**config.mk**
```make
export PLATFORM = sky130hd
export DESIGN_NAME = mov_decode
export DESIGN_NICKNAME = d
export VERILOG_FILES = /design/src/rtl/mov_decode_pkg.sv /design/src/rtl/mov_prefix_reg.sv /design/src/rtl/mov_field_split.sv /design/src/rtl/mov_decode_hold.sv /design/src/rtl/mov_decode.sv
export SDC_FILE = /design/constraint.sdc
export NUM_CORES = 1
export LEC_CHECK = 0
export BUFFER_PORTS_ARGS = -buffer_cell sky130_fd_sc_hd__buf_2
export CORE_MARGIN = 1.5
export CORE_UTILIZATION = 42
export DETAILED_ROUTE_END_ITERATION = 10
export GPL_TIMING_DRIVEN = 1
export HOLD_SLACK_MARGIN = 0.06
export MAX_ROUTING_LAYER = met4
export PLACE_DENSITY = 0.73
export REMOVE_ABC_BUFFERS = 1
export SLEW_MARGIN = 40
export SYNTH_ARGS = -nofsm -noshare
export SYNTH_HDL_FRONTEND = slang
export SYNTH_SLANG_ARGS = --single-unit
```
**constraint.sdc**
```tcl
create_clock -name clk_i -period 0.8 [get_ports clk_i]
set_input_delay 0.08 -clock clk_i [delete_from_list [all_inputs] [get_ports clk_i]]
set_output_delay 0.08 -clock clk_i [all_outputs]
set_load 0.1 [all_outputs]
```
**src/rtl/mov_decode_pkg.sv**
```systemverilog
package mov_decode_pkg;

  localparam int unsigned INSTR_W    = 16;
  localparam int unsigned FMT_BIT    = INSTR_W - 1;
  localparam int unsigned SRC_W      = 8;
  localparam int unsigned MOD_W      = 4;
  localparam int unsigned DST_W      = INSTR_W - 1 - SRC_W;
  localparam int unsigned SRC_BASE_W = SRC_W - MOD_W;
  localparam int unsigned DST_BASE_W = DST_W - MOD_W;
  localparam int unsigned PFX_DST_W  = 2;
  localparam int unsigned PFX_SRC_W  = 1;
  localparam int unsigned PFX_W      = PFX_DST_W + PFX_SRC_W;
  localparam int unsigned SRC_IDX_W  = SRC_BASE_W + PFX_SRC_W;
  localparam int unsigned DST_IDX_W  = DST_BASE_W + PFX_DST_W;

  // source extension in the MSB, destination extension below it
  typedef struct packed {
    logic [PFX_SRC_W-1:0] src_hi;
    logic [PFX_DST_W-1:0] dst_hi;
  } pfx_t;

  typedef struct packed {
    logic                 is_reg;
    logic [SRC_W-1:0]     imm;
    logic [MOD_W-1:0]     src_mod;
    logic [SRC_IDX_W-1:0] src_idx;
    logic [MOD_W-1:0]     dst_mod;
    logic [DST_IDX_W-1:0] dst_idx;
    logic                 pfx_used;
  } dec_t;

endpackage

```
**src/rtl/mov_prefix_reg.sv**
```systemverilog
module mov_prefix_reg
  import mov_decode_pkg::*;
(
  input  logic clk_i,
  input  logic rst_ni,
  input  logic we_i,
  input  pfx_t data_i,
  input  logic consume_i,
  output pfx_t pfx_o,
  output logic pending_o
);

  pfx_t pfx_q;
  logic pend_q;

  // a write wins over consumption so a same-edge write arms the next word
  always_ff @(posedge clk_i or negedge rst_ni) begin
    if (!rst_ni) begin
      pfx_q  <= '0;
      pend_q <= 1'b0;
    end else if (we_i) begin
      pfx_q  <= data_i;
      pend_q <= 1'b1;
    end else if (consume_i) begin
      pfx_q  <= '0;
      pend_q <= 1'b0;
    end
  end

  assign pfx_o     = pfx_q;
  assign pending_o = pend_q;

endmodule

```
**src/rtl/mov_field_split.sv**
```systemverilog
module mov_field_split
  import mov_decode_pkg::*;
(
  input  logic [INSTR_W-1:0] instr_i,
  input  pfx_t               pfx_i,
  input  logic               pfx_pending_i,
  output dec_t               dec_o
);

  logic [SRC_W-1:0] src_field;
  logic [DST_W-1:0] dst_field;

  assign src_field = instr_i[SRC_W-1:0];
  assign dst_field = instr_i[SRC_W +: DST_W];

  always_comb begin
    dec_o          = '0;
    dec_o.is_reg   = instr_i[FMT_BIT];
    dec_o.dst_mod  = dst_field[MOD_W-1:0];
    dec_o.dst_idx  = {pfx_i.dst_hi, dst_field[MOD_W +: DST_BASE_W]};
    dec_o.pfx_used = pfx_pending_i;
    if (instr_i[FMT_BIT]) begin
      dec_o.src_mod = src_field[MOD_W-1:0];
      dec_o.src_idx = {pfx_i.src_hi, src_field[MOD_W +: SRC_BASE_W]};
    end else begin
      dec_o.imm = src_field;
    end
  end

endmodule

```
**src/rtl/mov_decode_hold.sv**
```systemverilog
module mov_decode_hold
  import mov_decode_pkg::*;
(
  input  logic clk_i,
  input  logic rst_ni,
  input  logic load_i,
  input  dec_t dec_i,
  output logic vld_o,
  output dec_t dec_o
);

  dec_t dec_q;
  logic vld_q;

  always_ff @(posedge clk_i or negedge rst_ni) begin
    if (!rst_ni) begin
      dec_q <= '0;
      vld_q <= 1'b0;
    end else begin
      vld_q <= load_i;
      if (load_i) dec_q <= dec_i;
    end
  end

  assign vld_o = vld_q;
  assign dec_o = dec_q;

endmodule

```
**src/rtl/mov_decode.sv**
```systemverilog
module mov_decode
  import mov_decode_pkg::*;
(
  input  logic                 clk_i,
  input  logic                 rst_ni,
  input  logic                 instr_valid_i,
  input  logic [INSTR_W-1:0]   instr_i,
  input  logic                 pfx_we_i,
  input  logic [PFX_W-1:0]     pfx_data_i,
  output logic                 dec_valid_o,
  output logic                 is_reg_src_o,
  output logic [SRC_W-1:0]     imm_o,
  output logic [MOD_W-1:0]     src_mod_o,
  output logic [SRC_IDX_W-1:0] src_idx_o,
  output logic [MOD_W-1:0]     dst_mod_o,
  output logic [DST_IDX_W-1:0] dst_idx_o,
  output logic                 pfx_used_o
);

  pfx_t pfx_cur;
  logic pfx_pend;
  dec_t dec_comb;
  dec_t dec_q;

  mov_prefix_reg i_pfx (
    .clk_i     (clk_i),
    .rst_ni    (rst_ni),
    .we_i      (pfx_we_i),
    .data_i    (pfx_t'(pfx_data_i)),
    .consume_i (instr_valid_i),
    .pfx_o     (pfx_cur),
    .pending_o (pfx_pend)
  );

  mov_field_split i_split (
    .instr_i       (instr_i),
    .pfx_i         (pfx_cur),
    .pfx_pending_i (pfx_pend),
    .dec_o         (dec_comb)
  );

  mov_decode_hold i_hold (
    .clk_i  (clk_i),
    .rst_ni (rst_ni),
    .load_i (instr_valid_i),
    .dec_i  (dec_comb),
    .vld_o  (dec_valid_o),
    .dec_o  (dec_q)
  );

  assign is_reg_src_o = dec_q.is_reg;
  assign imm_o        = dec_q.imm;
  assign src_mod_o    = dec_q.src_mod;
  assign src_idx_o    = dec_q.src_idx;
  assign dst_mod_o    = dec_q.dst_mod;
  assign dst_idx_o    = dec_q.dst_idx;
  assign pfx_used_o   = dec_q.pfx_used;

endmodule

```
* Word-level counts from Yosys, hierarchy flattened
Cells that the tools add are included.
** Word-level totals
- Bits of input ports :: 23
- Logic and storage cells :: 18
- Bits in registers :: 33
- Output and inout port bits :: 29
** Cells by class
- Mux-type cells :: 6
- Reductions and logical operators :: 1
** Operators by type and width (count)
- $mux W9 :: 1
- $mux W8 :: 1
- $mux W3 :: 2
- $mux W1 :: 2
- $reduce_bool A2 Y1 :: 1

* Depth between registers and ports, before layout
- Depth after elaboration :: 2
- Depth in mapped cells :: 4
- Mapped depth without buffers :: 2

* Modules after synthesis
A second synthesis with hierarchy kept.
** Second synthesis, totals
- Cells, all modules :: 99
- Area total of the unflattened synthesis :: 1521.5 sq um
** By module, submodules not included
- mov_decode_hold :: times used 1, area an instance 1167.4 sq um, cells each 60, seq. area each 725.7 sq um
- mov_field_split :: times used 1, area an instance 209.0 sq um, cells each 29, seq. area each 0.0 sq um
- mov_prefix_reg :: times used 1, area an instance 145.1 sq um, cells each 10, seq. area each 100.1 sq um

* Least setup slack after synthesis
Ideal clock, no wire load.
- Kind :: flip-flop to flip-flop
- From :: register, netlist name i_hold.dec_o[0]
- To :: register, netlist name i_hold.dec_o[0]
- Path buffers :: 0
- Cell stages (with the launch flop) :: 2
- Library setup time :: 0.125 ns
- Required time :: 0.675 ns
- Data arrival time :: 1.130 ns
- Path slack :: -0.456 ns
- Period minus slack after synthesis :: 1.256 ns
- Cell sequence :: dfrtp_1 mux2_2

* Worst setup path in the final report
- From :: register, netlist name i_hold.dec_o[27]
- To :: output is_reg_src_o
** RTL lines
- to (decl) :: RTL line mov_decode.sv:11 : output logic is_reg_src_o,
No word-level cell between the ends.

==> impl_metrics.env <==
export IMPL_outcome="finished with violations"
export IMPL_violations="setup timing"
export IMPL_clk_pin_slew_ns=0.10
export IMPL_required_ns=0.72
export IMPL_grt_max_degree=34
export IMPL_fin_worst_skew_ns=0.000623
export IMPL_ir_drop_mv=1.37
export IMPL_ios=52
export IMPL_num_rows=20
export IMPL_ys_types=16
export IMPL_die_y_um=59.0
export IMPL_vias=1193
export IMPL_grt_pass1_vias=1238
export IMPL_synth_top_area_share_pct=62.7
export IMPL_htree_levels=2
export IMPL_synth_seq_area_share_pct=62.7
export IMPL_area_growth_pct=93.1
export IMPL_path_cells="buf_6, buf_12"
export IMPL_grt_antenna_before_repair=0
export IMPL_syn_area_um2=1320
export IMPL_grt_overflow_total=0
export IMPL_post_place_ws_ns=-0.0271
export IMPL_nets=222
export IMPL_syn_area_per_cell_um2=12.2
export IMPL_gp_congestion=0.650
export IMPL_ys_seq_elements=33
export IMPL_core_um2=3000
export IMPL_synthesis_instances=108
export IMPL_drive_above_1_share_pct=49.5
export IMPL_cts_buffers=5
export IMPL_synth_compound_area_share_pct=9.03
export IMPL_synth_largest_area_cell="dfrtp_1"
export IMPL_wire_per_inst_um=18.1
export IMPL_final_util_pct=84.6
export IMPL_drtPass1Iterations=4
export IMPL_finalHoldViolations=0
export IMPL_wl_mm=4.22
export IMPL_finalMaxSlewViolations=0
export IMPL_fp_dieArea_um2=3480
export IMPL_antenna_left=0
export IMPL_setup_viol=41
export IMPL_worstSkewPairLatency_ns=0.34
export IMPL_vias_per_cell=5.12
export IMPL_clock_path_buffers=2
export IMPL_drc=0
export IMPL_cts_tree="done"
export IMPL_path_max_fanout=2
export IMPL_hold_class="in -> reg"
export IMPL_setup_slack_ns=-0.314
export IMPL_cp_start_kind="register"
export IMPL_synth_top_family_by_area="buffers and inverters"
export IMPL_synth_xor_area_share_pct=0
export IMPL_p_leak_nw=1.19
export IMPL_relSlewSlack_pct=74.7
export IMPL_diodes=0
export IMPL_clock_sinks=33
export IMPL_cp_end_kind="primary output"
export IMPL_yosys_area_share_adder_pct=0
export IMPL_rsz0062_at_grt="true"
export IMPL_placed_area_um2=2060
export IMPL_numPortBuffers=51
export IMPL_tightest_slew_ns=0.375
export IMPL_max_stage_delay_ns=0.41
export IMPL_stdcell_area_um2=2540
export IMPL_path_class="reg -> out"
export IMPL_cts_root_buf="clkbuf_4"
export IMPL_pwr_density_cell_nw_per_um2=2220
export IMPL_grt_total_usage_pct=25.2
export IMPL_worst_hold_slack_ns=0.121
export IMPL_synth_area_leaders="dfrtp_1, mux2_2, o21ai_0"
export IMPL_crit_arrival_ns=1.03
export IMPL_drt_iter0_drc=45
export IMPL_min_from="instr_valid_i"
export IMPL_fp_dieW_um=59.0
export IMPL_critPathLaunch="i_hold.dec_o[27]"
export IMPL_grt_pass1_wl_mm=5.90
export IMPL_r2r_start="i_hold.dec_o[10]"
export IMPL_yosys_area_share_simple_pct=8.94
export IMPL_dp_hpwl_mm=2.30
export IMPL_initial_core_util_pct=43.8
export IMPL_synth_mux_area_fraction_pct=9.41
export IMPL_finalCritPeriodShare_pct=139
export IMPL_fmax_mhz=898
export IMPL_fin_crit_ns=1.11
export IMPL_ys_warn_count=0
export IMPL_cap_violations=0
export IMPL_crit_slowest_cell="dfrtp_1"
==> worst paths after layout <==
path / end / cells past startpoint / slack (ns)
max in group asynchronous: i_hold.dec_o[13] / 3 / 0.40
setup reg to reg: i_hold.dec_o[10] / 2 / -0.17
hold reg to reg: i_pfx.pending_o / 1 / 0.49
setup / recovery: is_reg_src_o / 2 / -0.31
min in group asynchronous: i_hold.dec_o[15] / 3 / 0.22
hold / removal: i_hold.dec_o[18] / 3 / 0.12
==> registers in the layout, indices dropped and copies added (netlist names) <==
| name | flops |
|---|---|
| i_hold.dec_o | 28 |
| i_hold.vld_o | 1 |
| i_pfx.pending_o | 1 |
| i_pfx.pfx_o | 3 |
==> layout by cell type (no fill, tap or decap) <==
cell type	synthesis	final
inv_2	0	6
mux2_4	0	3
nor2_1	1	1
buf_2	0	22
bufinv_16	0	2
mux2_2	11	8
a22o_1	3	3
dlygate4sd3_1	0	22
nand3b_1	7	7
clkbuf_4	0	5
inv_1	17	11
o21ai_2	0	6
nor2b_1	1	1
a21o_1	1	1
buf_4	1	4
o21ai_0	15	7
buf_6	4	10
nand2b_1	1	1
dfrtp_1	33	33
buf_12	0	32
clkinv_2	0	1
nand3_1	9	9
nand2_1	1	1
o21ai_1	2	4
==> final cells by class <==
| type | instances | area [um^2] |
|---|---|---|
| Sequential cell | 33 | 826 |
| Inverter | 17 | 63.8 |
| Tap cell | 33 | 41.3 |
| Fill cell | 148 | 462 |
| Clock buffer | 5 | 37.5 |
| Multi-Input combinational cell | 52 | 394 |
| Timing Repair Buffer | 90 | 1110 |
| Clock inverter | 3 | 65.1 |
==> what timing repair did <==
action	4_1_cts	5_1_grt
endpoints found under the setup margin	35	48
buffers inserted	7	6
hold endpoints to repair	61	0
pin swaps	1	0
hold buffers	22	0
resized for setup	6	27
==> cell families after synthesis <==
kind of cell,Yosys count
AOI/OAI and AO/OA,21
buffers and inverters,23
DFF,33
muxes,11
and+or+nand+nor,20
==> synth_stat cells <==
cell type   n
nor2_1      1
a22o_1      3
dfrtp_1    33
buf_4       1
nand3_1     9
clkbuf_8    1
nand2b_1    1
buf_6       4
a21o_1      1
nand3b_1    7
o21ai_0    15
o21ai_1     2
inv_1      17
nand2_1     1
mux2_2     11
nor2b_1     1
==> through the flow <==
stage	std cells	total power [W]	TNS, ns
floorplan	102	0.00300	-16.86
global placement	191	0.00381	0
detailed placement	191	0.00386	-0.272
CTS	228	0.00554	-7.27
global route	233	0.00583	-9.13
finish	233	0.00565	-7.69
==> metal layers <==
metal,track usage (%),vias up,wire [um]
met5,-,-,0
met4,13.6,0,207
met3,7.64,14,244
met2,45.9,52,2390
met1,23.2,588,1380
li1,-,539,-
==> critical path, delay by kind of cell (launching register included) <==
kind | cells | cell delay, ns
flip-flops | 1 | 0.41
buffers and inverters | 2 | 0.28
==> report_power, final <==
part | internal (W) | switching [W]
clock network | 0.000967 | 0.000587
registers | 0.00181 | 0.000165
logic | 0.000841 | 0.00128
total | 0.00362 | 0.00203
Note: power is estimated with default switching activity, not from simulation.
